## config.mk

```make
export PLATFORM = sky130hd
export DESIGN_NAME = booth_wallace_mul
export DESIGN_NICKNAME = d
export VERILOG_FILES = /design/src/rtl/mul_pkg.sv /design/src/rtl/booth_pp_gen.sv /design/src/rtl/csa_tree.sv /design/src/rtl/cla_adder.sv /design/src/rtl/booth_wallace_mul.sv
export SDC_FILE = /design/constraint.sdc
export NUM_CORES = 1
export LEC_CHECK = 0
export BUFFER_PORTS_ARGS = -buffer_cell sky130_fd_sc_hd__buf_2
export CAP_MARGIN = 20
export CORE_UTILIZATION = 60
export CTS_BUF_LIST = sky130_fd_sc_hd__clkbuf_16
export CTS_CLUSTER_DIAMETER = 150
export CTS_CLUSTER_SIZE = 12
export DETAILED_ROUTE_END_ITERATION = 10
export MAX_ROUTING_LAYER = met4
export PLACE_DENSITY_LB_ADDON = 0.2
export SLEW_MARGIN = 20
export SYNTH_ARGS = -nofsm -noshare
export SYNTH_HDL_FRONTEND = slang
export SYNTH_SLANG_ARGS = --single-unit
```

## constraint.sdc

```tcl
create_clock -name clk -period 9.2 [get_ports clk]
set_input_delay 1.38 -clock clk [delete_from_list [all_inputs] [get_ports clk]]
set_output_delay 1.38 -clock clk [all_outputs]
set_load 0.01 [all_outputs]
```

## src/rtl/mul_pkg.sv

```systemverilog
package mul_pkg;

  // Rows left after one layer of 3:2 compression.
  function automatic int csa_next(input int n);
    return 2 * (n / 3) + (n % 3);
  endfunction

  // Rows present at a given layer of the tree.
  function automatic int csa_rows_at(input int n, input int lv);
    int r;
    r = n;
    for (int k = 0; k < lv; k++) r = csa_next(r);
    return r;
  endfunction

  // Layers needed to reach two rows.
  function automatic int csa_depth(input int n);
    int r;
    int d;
    r = n;
    d = 0;
    while (r > 2) begin
      r = csa_next(r);
      d++;
    end
    return d;
  endfunction

endpackage

```

## src/rtl/booth_pp_gen.sv

```systemverilog
module booth_pp_gen #(
  parameter int W = 24,
  localparam int PW = 2 * W,
  localparam int ND = W / 2,
  localparam int NR = ND + 1
) (
  input  logic [W-1:0]          mcand,
  input  logic [W-1:0]          mplier,
  output logic [NR-1:0][PW-1:0] rows,
  output logic [ND-1:0]         sel1,
  output logic [ND-1:0]         sel2,
  output logic [ND-1:0]         neg
);

  logic [PW-1:0] corr;

  for (genvar i = 0; i < ND; i++) begin : g_dig
    logic [2:0] trip;
    logic [W:0] mult;
    logic [W:0] inv;

    if (i == 0) begin : g_lo
      assign trip = {mplier[1], mplier[0], 1'b0};
    end else begin : g_hi
      assign trip = {mplier[2*i+1], mplier[2*i], mplier[2*i-1]};
    end

    // digit magnitude and sign
    assign sel1[i] = trip[1] ^ trip[0];
    assign sel2[i] = (trip == 3'b011) || (trip == 3'b100);
    assign neg[i]  = trip[2] & ~(trip[1] & trip[0]);

    assign mult = sel2[i] ? {mcand, 1'b0}
                : (sel1[i] ? {mcand[W-1], mcand} : '0);
    assign inv  = mult ^ {(W+1){neg[i]}};

    // full sign extension keeps every row exact modulo 2^PW
    assign rows[i] = {{(PW-W-1){inv[W]}}, inv} << (2 * i);
  end

  // the +1 of every negated row, gathered into one extra row
  always_comb begin
    corr = '0;
    for (int i = 0; i < ND; i++) corr[2*i] = neg[i];
  end

  assign rows[ND] = corr;

endmodule

```

## src/rtl/csa_tree.sv

```systemverilog
module csa_tree
  import mul_pkg::*;
#(
  parameter int PW = 48,
  parameter int N  = 13,
  localparam int LV = csa_depth(N)
) (
  input  logic [N-1:0][PW-1:0] ops,
  output logic [PW-1:0]        sum_v,
  output logic [PW-1:0]        car_v
);

  logic [PW-1:0] stage [LV+1][N];

  for (genvar r = 0; r < N; r++) begin : g_in
    assign stage[0][r] = ops[r];
  end

  for (genvar lv = 0; lv < LV; lv++) begin : g_lvl
    localparam int NIN  = csa_rows_at(N, lv);
    localparam int NGRP = NIN / 3;
    localparam int NOUT = csa_next(NIN);

    for (genvar g = 0; g < NGRP; g++) begin : g_csa
      logic [PW-1:0] x, y, z;
      assign x = stage[lv][3*g];
      assign y = stage[lv][3*g+1];
      assign z = stage[lv][3*g+2];
      assign stage[lv+1][2*g]   = x ^ y ^ z;
      assign stage[lv+1][2*g+1] = ((x & y) | (x & z) | (y & z)) << 1;
    end

    for (genvar r = 2 * NGRP; r < N; r++) begin : g_rest
      if (r < NOUT) begin : g_pass
        assign stage[lv+1][r] = stage[lv][r + NGRP];
      end else begin : g_zero
        assign stage[lv+1][r] = '0;
      end
    end
  end

  assign sum_v = stage[LV][0];
  assign car_v = stage[LV][1];

endmodule

```

## src/rtl/cla_adder.sv

```systemverilog
module cla_adder #(
  parameter int PW = 48,
  parameter int GW = 4,
  localparam int NG = PW / GW
) (
  input  logic [PW-1:0] x,
  input  logic [PW-1:0] y,
  output logic [PW-1:0] s
);

  logic [PW-1:0] gen, prp, cin;
  logic [NG-1:0] ggen, gprp;
  logic [NG:0]   gcar;

  assign gen = x & y;
  assign prp = x ^ y;

  // group generate / propagate
  always_comb begin : p_group
    logic acc;
    logic all;
    for (int k = 0; k < NG; k++) begin
      acc = 1'b0;
      all = 1'b1;
      for (int j = 0; j < GW; j++) begin
        acc = gen[k*GW+j] | (prp[k*GW+j] & acc);
        all = all & prp[k*GW+j];
      end
      ggen[k] = acc;
      gprp[k] = all;
    end
  end

  // flat lookahead across groups: each group carry is a sum of products
  always_comb begin : p_look
    logic term;
    logic orv;
    gcar[0] = 1'b0;
    for (int k = 0; k < NG; k++) begin
      orv = 1'b0;
      for (int j = 0; j <= k; j++) begin
        term = ggen[j];
        for (int m = j + 1; m <= k; m++) term = term & gprp[m];
        orv = orv | term;
      end
      gcar[k+1] = orv;
    end
  end

  // carries inside each group start from the lookahead carry
  always_comb begin : p_bits
    logic cr;
    for (int k = 0; k < NG; k++) begin
      cr = gcar[k];
      for (int j = 0; j < GW; j++) begin
        cin[k*GW+j] = cr;
        cr = gen[k*GW+j] | (prp[k*GW+j] & cr);
      end
    end
  end

  assign s = prp ^ cin;

endmodule

```

## src/rtl/booth_wallace_mul.sv

```systemverilog
module booth_wallace_mul #(
  parameter int W  = 24,
  parameter int GW = 4,
  localparam int PW = 2 * W,
  localparam int ND = W / 2,
  localparam int NR = ND + 1
) (
  input  logic          clk,
  input  logic          rst,
  input  logic [W-1:0]  a,
  input  logic [W-1:0]  b,
  output logic [PW-1:0] p
);

  logic [W-1:0]          a_q, b_q;
  logic [NR-1:0][PW-1:0] pp_rows;
  logic [ND-1:0]         sel1, sel2, neg;
  logic [PW-1:0]         tree_s, tree_c, sum_w;

  always_ff @(posedge clk) begin
    if (rst) begin
      a_q <= '0;
      b_q <= '0;
    end else begin
      a_q <= a;
      b_q <= b;
    end
  end

  booth_pp_gen #(.W(W)) i_pp (
    .mcand (a_q),
    .mplier(b_q),
    .rows  (pp_rows),
    .sel1  (sel1),
    .sel2  (sel2),
    .neg   (neg)
  );

  csa_tree #(.PW(PW), .N(NR)) i_tree (
    .ops  (pp_rows),
    .sum_v(tree_s),
    .car_v(tree_c)
  );

  cla_adder #(.PW(PW), .GW(GW)) i_cla (
    .x(tree_s),
    .y(tree_c),
    .s(sum_w)
  );

  always_ff @(posedge clk) begin
    if (rst) p <= '0;
    else     p <= sum_w;
  end

endmodule

```

==> qor.yml <==
sta:
  fin_crit_ns: 8.31
  setup_viol: 0
  fin_ws_ns: 0.893
  tns_ns: 0
  rsz0062_at_grt: "no"
  timing.fmax_mhz: 120
  skew_ns: 0.0194
  period_share_pct: 90.3
  relSlewSlack_pct: 27.6
  worst_pin_slew_ns: 1.09
  hold_viol: 0
  slew_violations: 0
worst_setup_path:
  crit_fanout: 22
  end_kind: "flop"
  path_class: "flop to flop"
  r2r_cells: 26
  r2r-end: "p[47]"
  start_kind: "flop"
  required_ns: 9.44
  reg2reg_slack_ns: 0.89
  cp.arrival_ns: 8.55
  r2r-start: "b_q[9]"
synthesis:
  synth_edf_count: 0
  yosysSeqAreaShare_pct: 9.97
  ys_types: 46
  ys_ff_latch: 96
  synthCells: 2200
  synth_fp_nets: 2702
  ys.flop_type: "dfxtp_1"
  synthArstFlopShare_pct: 0
  syn_area_sq_um: 19300
  yosysWarnings: 0
  avgSynthCellArea_sq_um: 8.77
drt:
  via_count: 15500
  antenna_left: 0
  detail_route.wl_per_cell_microns: 20.7
  dr.pass1.iters: 8
  drc_errors: 0
  dr.first_iter.drc_count: 2009
  vias_per_cell: 5.91
  wl_microns: 54500
layout:
  drive_gt1_share_pct: 9.97
  nets: 2724
  area_growth_pct: 6.51
  fillers: 2690
placement:
  io_buffer_count: 97
  place.gp.congestion: 1.03
  pre_cts_slack_ns: 0.942
  dpl.hpwl_microns: 42200
clock_tree:
  path_clk_slew_ns: 0.08
  ctsRootBufferMaster: "clkbuf_16"
  clock_insertion_delay_worst_skew_ns: 0.40
  postCtsHoldBufs: 0
  clock_path_buffers: 2
  cts_tree: "built"
  cts_resized: 0
  post_cts_buffers: 0
  numClockSinks: 96
  cts_buffers: 9
  ctsHtreeMaxLevel: 3
global_route:
  antenna_found_initial: 2
  grt_use_total_pct: 35.6
  grt-ovfl-total: 0
  grt_max_degree: 97
  grt_pass1_vias: 15900
  grt_pass1_wl_microns: 86800
floorplanning:
  core_sq_um: 31600
  top_level_ports: 98
  fp.dieArea_sq_um: 32900
  die_h_microns: 181
  initial_utilization_pct: 61.1
  die_width_microns: 181
  rows: 65
min_path:
  hold_class: "flop to flop"
  hp-start: "a_q[0]"
  hold_path_depth: 3
  min_to: "p[0]"
job:
  cap_viol_max_count: 0
outcome:
  status: "finished, final reports clean"
[worst max-delay path by stage]
stage,from,to,slack [ns],cells past startpoint
6_report,b_q[9],p[47],0.89,26
5_1_grt,b_q[9],p[47],0.51,30
4_1_cts,b_q[9],p[47],0.95,26
3_5_place_dp,b_q[9],p[47],0.94,26
3_3_place_gp,b_q[9],p[47],1.08,29
2_1_floorplan,b_q[1],p[47],1.35,30
[state kept, by name, summed over array words and instances (netlist names)]
| name | flops |
|---|---|
| p | 48 |
| b_q | 24 |
| a_q | 24 |
[synthesized netlist by cell type (2+ instances only)]
cell type | instances | area share [%]
a21o_1 | 4 | 0.16
a21oi_1 | 198 | 5.1
a21oi_2 | 2 | 0.091
a31oi_1 | 100 | 3.2
and3_1 | 154 | 5.0
and4_1 | 3 | 0.14
buf_1 | 4 | 0.078
buf_2 | 51 | 1.3
clkbuf_1 | 107 | 2.1
clkinv_1 | 2 | 0.039
dfxtp_1 | 96 | 10
fa_1 | 317 | 33
ha_1 | 135 | 8.8
inv_1 | 385 | 7.5
inv_2 | 5 | 0.097
mux2_2 | 11 | 0.64
mux2i_1 | 11 | 0.57
nand2_1 | 19 | 0.37
nand2b_1 | 10 | 0.32
nand3_1 | 13 | 0.34
nand4_1 | 2 | 0.065
nor2_1 | 124 | 2.4
nor2b_1 | 79 | 2.6
nor3_1 | 11 | 0.29
o2111ai_1 | 2 | 0.091
o21a_1 | 2 | 0.078
o21ai_0 | 18 | 0.47
o21ai_1 | 2 | 0.052
o31ai_1 | 2 | 0.078
or3_4 | 2 | 0.12
xnor2_1 | 284 | 13
xor2_1 | 31 | 1.4
[through the flow]
step	cell area, sq um	instances	hold slack (ns)	utilization, %
3_5_place_dp	20200	2613	0.669	64.1
6_report	20500	2631	0.684	65.1
4_1_cts	20500	2629	0.673	65.1
3_3_place_gp	20200	2613	0.663	64.1
5_1_grt	20500	2631	0.701	65.1
2_1_floorplan	19300	2200	0.641	-
[per-layer routing]
metal | vias up | GRT usage (%) | share of wire [%]
met5 | - | - | 0
met4 | 0 | 13.6 | 3.9
met3 | 197 | 7.14 | 12
met2 | 1010 | 53.4 | 43
met1 | 7425 | 47.5 | 41
li1 | 6912 | - | -
[worst max-delay path: stages, from the launching register on]
cell,delay (ns)
dfxtp_1,0.51
inv_1,0.08
ha_1,0.23
mux2i_2,0.56
buf_4,0.37
and3_1,0.20
a21oi_1,0.05
xnor2_1,0.17
fa_1,0.55
fa_1,0.48
fa_1,0.54
fa_1,0.43
fa_1,0.54
inv_1,0.05
ha_1,0.28
a21oi_1,0.19
o21ai_0,0.18
a221o_1,0.51
nand2_1,0.11
a32oi_1,0.15
fa_1,0.47
fa_1,0.46
fa_1,0.44
xor2_1,0.18
xnor2_1,0.22
xnor2_1,0.14
nor2_1,0.05
[logic make-up (layout without fill, tap and decap cells)]
| family | Yosys count | count (layout) | share of synthesized area [%] |
|---|---|---|---|
| xor+xnor | 315 | 315 | 14.3 |
| mux | 22 | 22 | 1.21 |
| simple gates | 420 | 420 | 11.7 |
| compound gates | 341 | 341 | 10.0 |
| other cells | 0 | 2 | 0 |
| buf+inv | 554 | 581 | 11.1 |
| fa+ha+maj | 452 | 452 | 41.7 |
| flops | 96 | 96 | 9.97 |
[cell usage in the layout (no fill, tap or decap), types with 3 or more instances in the layout]
cell / Yosys / layout
o21ai_0: 18 / 18
and3_1: 154 / 154
nor2b_1: 79 / 79
mux2i_2: 0 / 11
clkbuf_16: 0 / 9
nand2_1: 19 / 19
fa_1: 317 / 317
nand3_1: 13 / 13
xor2_1: 31 / 31
inv_2: 5 / 5
nor2_1: 124 / 124
nand2b_1: 10 / 10
a31oi_1: 100 / 100
and4_1: 3 / 3
a21oi_1: 198 / 198
a21o_1: 4 / 4
xnor2_1: 284 / 284
dfxtp_1: 96 / 96
buf_4: 0 / 77
clkinv_8: 0 / 4
buf_2: 51 / 96
mux2_2: 11 / 11
inv_1: 385 / 385
ha_1: 135 / 135
nor3_1: 11 / 11
[area by class of cell]
type	count	area (sq um)	area share, %
Clock inverter	7	93.8	0.457
Timing Repair Buffer	173	1060	5.15
Antenna cell	2	5.00	0.0244
Clock buffer	9	225	1.10
Tap cell	402	503	2.45
Sequential cell	96	1920	9.36
Multi-Input combinational cell	1550	15300	74.3
Inverter	392	1470	7.16
Power is left out: the tool's default activity adds up to more than one toggle a clock period on the data nets, which glitch-free logic cannot reach.
